==> config.mk <==
export PLATFORM = sky130hd
export DESIGN_NAME = fcmp_pred_unit
export DESIGN_NICKNAME = d
export VERILOG_FILES = /design/src/rtl/fcmp_pkg.sv /design/src/rtl/fcmp_class.sv /design/src/rtl/fcmp_order.sv /design/src/rtl/fcmp_pred_sel.sv /design/src/rtl/fcmp_pred_unit.sv
export SDC_FILE = /design/constraint.sdc
export NUM_CORES = 1
export LEC_CHECK = 0
export ABC_CLOCK_PERIOD_IN_PS = 1150
export CORE_ASPECT_RATIO = 0.9
export CORE_MARGIN = 1
export CORE_UTILIZATION = 25
export DETAILED_ROUTE_END_ITERATION = 6
export GPL_TIMING_DRIVEN = 1
export PLACE_DENSITY = 0.61
export SYNTH_ARGS = -nofsm -noshare
export SYNTH_HDL_FRONTEND = slang
export SYNTH_HIERARCHICAL = 1
export SYNTH_SLANG_ARGS = --single-unit
==> constraint.sdc <==
create_clock -name clk_i -period 1.15 [get_ports clk_i]
set_input_delay 0.23 -clock clk_i [delete_from_list [all_inputs] [get_ports clk_i]]
set_output_delay 0.23 -clock clk_i [all_outputs]
set_load 0.01 [all_outputs]
==> src/rtl/fcmp_pkg.sv <==
package fcmp_pkg;
  typedef enum logic [1:0] {
    REL_LT = 2'd0,
    REL_EQ = 2'd1,
    REL_GT = 2'd2,
    REL_UN = 2'd3
  } rel_e;

  typedef enum logic [2:0] {
    P_NEVER = 3'd0,
    P_UN    = 3'd1,
    P_EQ    = 3'd2,
    P_UEQ   = 3'd3,
    P_LT    = 3'd4,
    P_ULT   = 3'd5,
    P_LE    = 3'd6,
    P_ULE   = 3'd7
  } pred_e;

  typedef struct packed {
    rel_e rel;
    logic snan;
  } cmp_res_t;
endpackage

==> src/rtl/fcmp_class.sv <==
module fcmp_class #(
  parameter int EXP_W = 8,
  parameter int MAN_W = 23,
  localparam int OW = EXP_W + MAN_W + 1
) (
  input  logic [OW-1:0] op_i,
  output logic          nan_o,
  output logic          snan_o,
  output logic          zero_o
);
  logic [EXP_W-1:0] exp_w;
  logic [MAN_W-1:0] man_w;

  assign exp_w  = op_i[OW-2:MAN_W];
  assign man_w  = op_i[MAN_W-1:0];
  assign nan_o  = (&exp_w) & (|man_w);
  // MSB of mantissa clear marks a signalling NaN
  assign snan_o = nan_o & ~man_w[MAN_W-1];
  assign zero_o = ~|op_i[OW-2:0];
endmodule

==> src/rtl/fcmp_order.sv <==
module fcmp_order
  import fcmp_pkg::*;
#(
  parameter int EXP_W = 8,
  parameter int MAN_W = 23,
  localparam int OW = EXP_W + MAN_W + 1
) (
  input  logic [OW-1:0] a_i,
  input  logic [OW-1:0] b_i,
  output cmp_res_t      res_o
);
  logic a_nan, a_snan, a_zero;
  logic b_nan, b_snan, b_zero;
  logic sa, sb, mag_lt, mag_eq;

  fcmp_class #(.EXP_W(EXP_W), .MAN_W(MAN_W)) u_cls_a (
    .op_i(a_i), .nan_o(a_nan), .snan_o(a_snan), .zero_o(a_zero)
  );
  fcmp_class #(.EXP_W(EXP_W), .MAN_W(MAN_W)) u_cls_b (
    .op_i(b_i), .nan_o(b_nan), .snan_o(b_snan), .zero_o(b_zero)
  );

  assign sa     = a_i[OW-1];
  assign sb     = b_i[OW-1];
  assign mag_lt = a_i[OW-2:0] < b_i[OW-2:0];
  assign mag_eq = a_i[OW-2:0] == b_i[OW-2:0];

  always_comb begin
    res_o.snan = a_snan | b_snan;
    if (a_nan | b_nan)          res_o.rel = REL_UN;
    else if (a_zero & b_zero)   res_o.rel = REL_EQ;
    else if (sa != sb)          res_o.rel = sa ? REL_LT : REL_GT;
    else if (mag_eq)            res_o.rel = REL_EQ;
    // negative operands reverse magnitude order
    else if (mag_lt ^ sa)       res_o.rel = REL_LT;
    else                        res_o.rel = REL_GT;
  end
endmodule

==> src/rtl/fcmp_pred_sel.sv <==
module fcmp_pred_sel
  import fcmp_pkg::*;
(
  input  rel_e        rel_i,
  input  logic [2:0]  code_i,
  output logic        hit_o
);
  logic is_lt, is_eq, is_gt, is_un;

  assign is_lt = rel_i == REL_LT;
  assign is_eq = rel_i == REL_EQ;
  assign is_gt = rel_i == REL_GT;
  assign is_un = rel_i == REL_UN;

  always_comb begin
    unique case (pred_e'(code_i))
      P_NEVER: hit_o = 1'b0;
      P_UN:    hit_o = is_un;
      P_EQ:    hit_o = is_eq;
      P_UEQ:   hit_o = is_eq | is_un;
      P_LT:    hit_o = is_lt;
      P_ULT:   hit_o = is_lt | is_un;
      P_LE:    hit_o = is_lt | is_eq;
      P_ULE:   hit_o = ~is_gt;
      default: hit_o = 1'b0;
    endcase
  end
endmodule

==> src/rtl/fcmp_pred_unit.sv <==
module fcmp_pred_unit
  import fcmp_pkg::*;
#(
  parameter int SP_EXP   = 8,
  parameter int SP_MAN   = 23,
  parameter int DP_EXP   = 11,
  parameter int DP_MAN   = 52,
  parameter int COND_W   = 4,
  parameter int STAT_W   = 32,
  parameter int FLAG_POS = 29,
  parameter int CLR_LO   = 28,
  localparam int DW = DP_EXP + DP_MAN + 1
) (
  input  logic              clk_i,
  input  logic              rst_ni,
  input  logic              valid_i,
  input  logic              dbl_i,
  input  logic [COND_W-1:0] cond_i,
  input  logic [DW-1:0]     a_i,
  input  logic [DW-1:0]     b_i,
  input  logic [STAT_W-1:0] stat_i,
  output logic              flag_o,
  output logic              inv_o,
  output logic              done_o,
  output logic [STAT_W-1:0] stat_o
);
  cmp_res_t          res_w [2];
  cmp_res_t          res_sel;
  logic              hit;
  logic [STAT_W-1:0] stat_nx;

  // index 0: single, index 1: double
  for (genvar gi = 0; gi < 2; gi++) begin : g_fmt
    localparam int EW = (gi == 0) ? SP_EXP : DP_EXP;
    localparam int MW = (gi == 0) ? SP_MAN : DP_MAN;
    localparam int OW = EW + MW + 1;
    fcmp_order #(.EXP_W(EW), .MAN_W(MW)) u_ord (
      .a_i  (a_i[OW-1:0]),
      .b_i  (b_i[OW-1:0]),
      .res_o(res_w[gi])
    );
  end

  assign res_sel = dbl_i ? res_w[1] : res_w[0];

  fcmp_pred_sel u_sel (
    .rel_i (res_sel.rel),
    .code_i(cond_i[2:0]),
    .hit_o (hit)
  );

  always_comb begin
    stat_nx                   = stat_i;
    stat_nx[STAT_W-1:CLR_LO]  = '0;
    stat_nx[FLAG_POS]         = hit;
  end

  always_ff @(posedge clk_i or negedge rst_ni) begin
    if (!rst_ni) begin
      flag_o <= 1'b0;
      inv_o  <= 1'b0;
      done_o <= 1'b0;
      stat_o <= '0;
    end else begin
      done_o <= valid_i;
      if (valid_i) begin
        flag_o <= hit;
        inv_o  <= res_sel.snan;
        stat_o <= stat_nx;
      end
    end
  end
endmodule

==> Word-level counts from Yosys, hierarchy flattened <==
Cells that the tools add are included.
{ "word_totals": {"register_bits": 32, "input_bits": 168, "out_inout_bits": 35, "word_cells": 76} }
{ "classes": {"n_lt_le_gt_ge": 2, "n_eq_ne": 14, "muxes": 14, "n_bitwise": 24, "n_reduce_logical": 18} }
{ "op_table": {"columns": ["op", "n"], "rows": [
  ["63-bit OR reduction", 2],
  ["52-bit OR reduction", 2],
  ["63-bit equality test", 1],
  ["63-bit less-than comparator", 1],
  ["31-bit OR reduction", 2],
  ["23-bit OR reduction", 2],
  ["31-bit equality test", 1],
  ["31-bit less-than comparator", 1],
  ["2-bit 2-to-1 mux", 12],
  ["11-bit AND reduction", 2],
  ["8-bit AND reduction", 2],
  ["3-bit equality test, second input constant", 4],
  ["1-bit bitwise AND", 10],
  ["1-bit one-hot mux with 8 select lines", 1],
  ["1-bit OR", 7],
  ["3-bit by 2-bit equality test with 1-bit output, second input constant", 2],
  ["1-bit NOT", 5],
  ["2-bit equality test, second input constant", 2],
  ["1-bit zero test", 4],
  ["3-bit by 1-bit equality test with 1-bit output, second input constant", 1],
  ["3-bit zero test", 1],
  ["3-bit 2-to-1 mux", 1],
  ["2-bit by 1-bit equality test with 1-bit output, second input constant", 1],
  ["2-bit zero test", 1],
  ["2 further kinds", 4]
]} }

==> Logic depth before layout (Yosys ltp) <==
{ "logic_depth": {"word_depth": 11, "ltp_mapped": 13, "mapped_depth_nobuf": 13} }

==> Modules after synthesis <==
Netlist, hierarchy kept.
{ "modules_own_cells": {"columns": ["mod", "instances", "cells_each", "area_per_inst_um2"], "rows": [
  ["fcmp_order at g_fmt[1].u_ord", 1, 236, 1669.1],
  ["fcmp_pred_unit", 1, 73, 1211.2],
  ["fcmp_order at g_fmt[0].u_ord", 1, 117, 840.8],
  ["fcmp_class at g_fmt[1].u_ord.u_cls_a ...", 2, 29, 190.2],
  ["fcmp_class at g_fmt[0].u_ord.u_cls_a ...", 2, 15, 107.6],
  ["fcmp_pred_sel", 1, 3, 23.8]
]} }

==> Worst setup path after synthesis <==
No wires, ideal clock.
{ "synth_path": {"kind": "input -> register", "startpoint": "in b_i[2]", "endpoint": "reg flag_o", "t_arrival_ns": 3.094, "t_required_ns": 1.025, "setup_slack_ns": -2.069, "stages": 13, "n_path_buf": 0, "cell_sequence": "inv_1 ha_1 a21oi_1 a21oi_1 o31a_1 o311ai_1 nand4_1 or3_1 a311o_1 mux2_2 mux2_1 a22o_1 mux2_2"} }
{ "synth_rtl": {"columns": ["item", "line", "rtl"], "rows": [
  ["start: declaration", "fcmp_pred_unit.sv:20", "input logic [DW-1:0] b_i,"],
  ["end signal: assignment", "fcmp_pred_unit.sv:67", "flag_o <= hit;"],
  ["end: declaration", "fcmp_pred_unit.sv:22", "output logic flag_o,"]
]} }

==> results.sh <==
export IMPL_outcome="complete, but fails checks"
export IMPL_violations="setup timing"
export IMPL_yosysMostFrequentCell="inv_1"
export IMPL_drive_gt1_share_pct=47.1
export IMPL_use_met2_pct=33.6
export IMPL_setup_viol_count_final=2
export IMPL_die_w_um=141
export IMPL_synth_seq_cells=31
export IMPL_grtUsageMet1_pct=27.1
export IMPL_max_freq_mhz=314
export IMPL_power_density_mw_per_mm2=631
export IMPL_ant_nets=0
export IMPL_fin_setup_tns_ns=-2.81
export IMPL_worstSetupPathType="in -> reg"
export IMPL_finClkSkew_ns=0
export IMPL_vias=5352
export IMPL_clockRootBuffer="clkbuf_16"
export IMPL_gp_congestion=0.971
export IMPL_slew_viol_final=0
export IMPL_postSynthAreaPerCell_um2=8.40
export IMPL_grt_max_degree=32
export IMPL_fin_crit_ns=3.19
export IMPL_dp_cells=1078
export IMPL_initial_utilization_pct=25.6
export IMPL_drc=0
export IMPL_ys_types=54
export IMPL_drtIter0Drc=302
export IMPL_synth_ff_type="dfrtp_1"
export IMPL_critPathCaptureType="flip-flop"
export IMPL_antenna_found_initial=2
export IMPL_post_route_util_pct=50.9
export IMPL_clk_pin_slew_ns=0.05
export IMPL_rsz0062_at_grt="yes"
export IMPL_stdcell_count=1113
export IMPL_grt_usage_pct=19.9
export IMPL_ir_drop_v=0.000556
export IMPL_ys_async_sr_fraction_pct=100
export IMPL_cts_tree="built"
export IMPL_max_cap_viol_count=0
export IMPL_hold_viol=0
export IMPL_area_delta_synth_final_pct=98.6
export IMPL_htreeDepth=2
export IMPL_placement_rows=45
export IMPL_clock_sinks=31
export IMPL_finalWorstSetupSlack_ns=-2.04
export IMPL_viasPerCell=4.81
export IMPL_drt_wl_total_um=18200
export IMPL_yosysWarningCount=6
export IMPL_synthTopCellsByCount="inv_1 (97), ha_1 (94), nor4_1 (42)"
export IMPL_drt_pass1_iterations=5
export IMPL_insertion_delay_ns=0.27
export IMPL_cts_buffer_depth=2
export IMPL_syn_cell_area_mm2=0.00434
export IMPL_yosysTopAreaCell="ha_1"
export IMPL_worstHoldPathType="in -> async"
export IMPL_yosysSeqAreaShare_pct=17.9
export IMPL_place_hpwl_um=14600
export IMPL_placeableCoreArea_mm2=0.0169
export IMPL_grt_pass1_vias=5506
export IMPL_grt_overflow_total=0
export IMPL_top_usage_layer="met2"
export IMPL_numCtsBuffers=5
export IMPL_crit_required_ns=1.30
export IMPL_start_kind="primary input"
export IMPL_cp_data_arrival_time_ns=3.34
export IMPL_synth_area_leaders="ha_1 (27%), dfrtp_1 (18%), inv_1 (8.4%)"
export IMPL_wl_per_cell_um=16.3
export IMPL_cellLeakagePower_nw=3.98
export IMPL_yosysTopAreaCellShare_pct=27.1
export IMPL_syn_instance_count=517
export IMPL_die_y_um=127
export IMPL_critPathMaxFanout=3
export IMPL_fin_nets=1137
export IMPL_synth_edf_count=0
export IMPL_period_share_pct=277
export IMPL_dieArea_mm2=0.0179
export IMPL_io_buffer_count=194
export IMPL_ios=203
export IMPL_met3_usage_pct=3.07
export IMPL_grt_pass1_wl_um=28100
-- flip-flops by register name, indices dropped and copies added, names as in the netlist --
signal,cells
flag_o,1
inv_o,1
done_o,1
stat_o,28
-- kinds of logic after synthesis --
kind of cell,Yosys count,share of synthesized area (%)
buffers and inverters,104,9.86
multiplexers,33,8.53
AND/OR/NAND/NOR,169,23.2
AO/OA/AOI/OAI,85,13.3
flip-flops,31,17.9
other,1,0.0864
adder cells (fa/ha/maj),94,27.1
-- where the power goes --
group          internal, mW  switching, mW
combinational          1.44           1.22
clock                  1.07          0.445
sequential             1.20         0.0540
total                  3.72           1.72
-- repair_timing --
action	in CTS	in global routing
pin swaps	95	27
endpoints found under the hold margin	0	0
setup endpoints to repair	62	13
buffers inserted	19	7
resized for setup	463	88
hold buffers	0	0
-- routing by layer --
metal  routed length [µm]  vias up
met2                 8650      174
met5                    0        -
met3                 1170       12
met1                 8160     2510
met4                  180        0
li1                     -     2656
-- metrics by stage --
step           worst slack (ns)  total power [mW]  instance area, µm²  hold slack [ns]
6_report                  -2.04              5.44                8620            0.320
5_1_grt                   -2.15              5.80                8620            0.332
3_5_place_dp              -2.74              3.71                7710            0.495
4_1_cts                   -1.99              5.36                8470            0.325
3_3_place_gp              -2.68              3.68                7710            0.488
2_1_floorplan             -1.91              2.15                4480          -0.0656
-- cells in the final DEF (no fill, tap or decap), drive strengths merged, types with 4 or more instances in the layout --
| cell type | n |
|---|---|
| a211oi | 9 |
| a21o | 5 |
| a21oi | 33 |
| and4 | 9 |
| buf | 202 |
| clkbuf | 30 |
| clkdlybuf4s15 | 54 |
| clkdlybuf4s50 | 35 |
| dfrtp | 31 |
| dlygate4sd2 | 41 |
| ha | 94 |
| inv | 97 |
| mux2 | 32 |
| nand2 | 22 |
| nand3 | 14 |
| nand4 | 29 |
| nor2 | 14 |
| nor2b | 4 |
| nor3 | 12 |
| nor4 | 46 |
| o21ai | 15 |
| or2 | 5 |
| or4 | 4 |
-- layout make-up --
class / count / area (µm²)
Tap cell: 235 / 294
Clock buffer: 6 / 139
Multi-Input combinational cell: 384 / 4060
Antenna cell: 2 / 5.00
Clock inverter: 2 / 35.0
Sequential cell: 31 / 776
Inverter: 97 / 367
Timing Repair Buffer: 356 / 2950
Fill cell: 1587 / 8330
-- worst max-delay path, cell delays in order --
cell             delay, ns
clkdlybuf4s15_1       0.21
inv_1                 0.06
ha_1                  0.32
nand4_1               0.20
nor2_1                0.07
a221o_1               0.36
a211o_1               0.28
o311a_1               0.30
a211o_1               0.26
mux2_4                0.28
mux2_4                0.29
a22o_1                0.23
mux2_4                0.25
-- worst paths after layout --
kind,from,to,slack (ns),depth (start not counted)
setup / recovery,b_i[28],flag_o,-2.04,13
hold / removal,rst_ni,stat_o[10],0.32,2
setup reg to reg,flag_o,flag_o,0.11,3
hold reg to reg,stat_o[0],stat_o[0],0.50,1
max in group asynchronous,rst_ni,flag_o,0.65,2
min in group clk_i,valid_i,done_o,0.48,2
No activity file was read; power rests on OpenSTA's default activity.
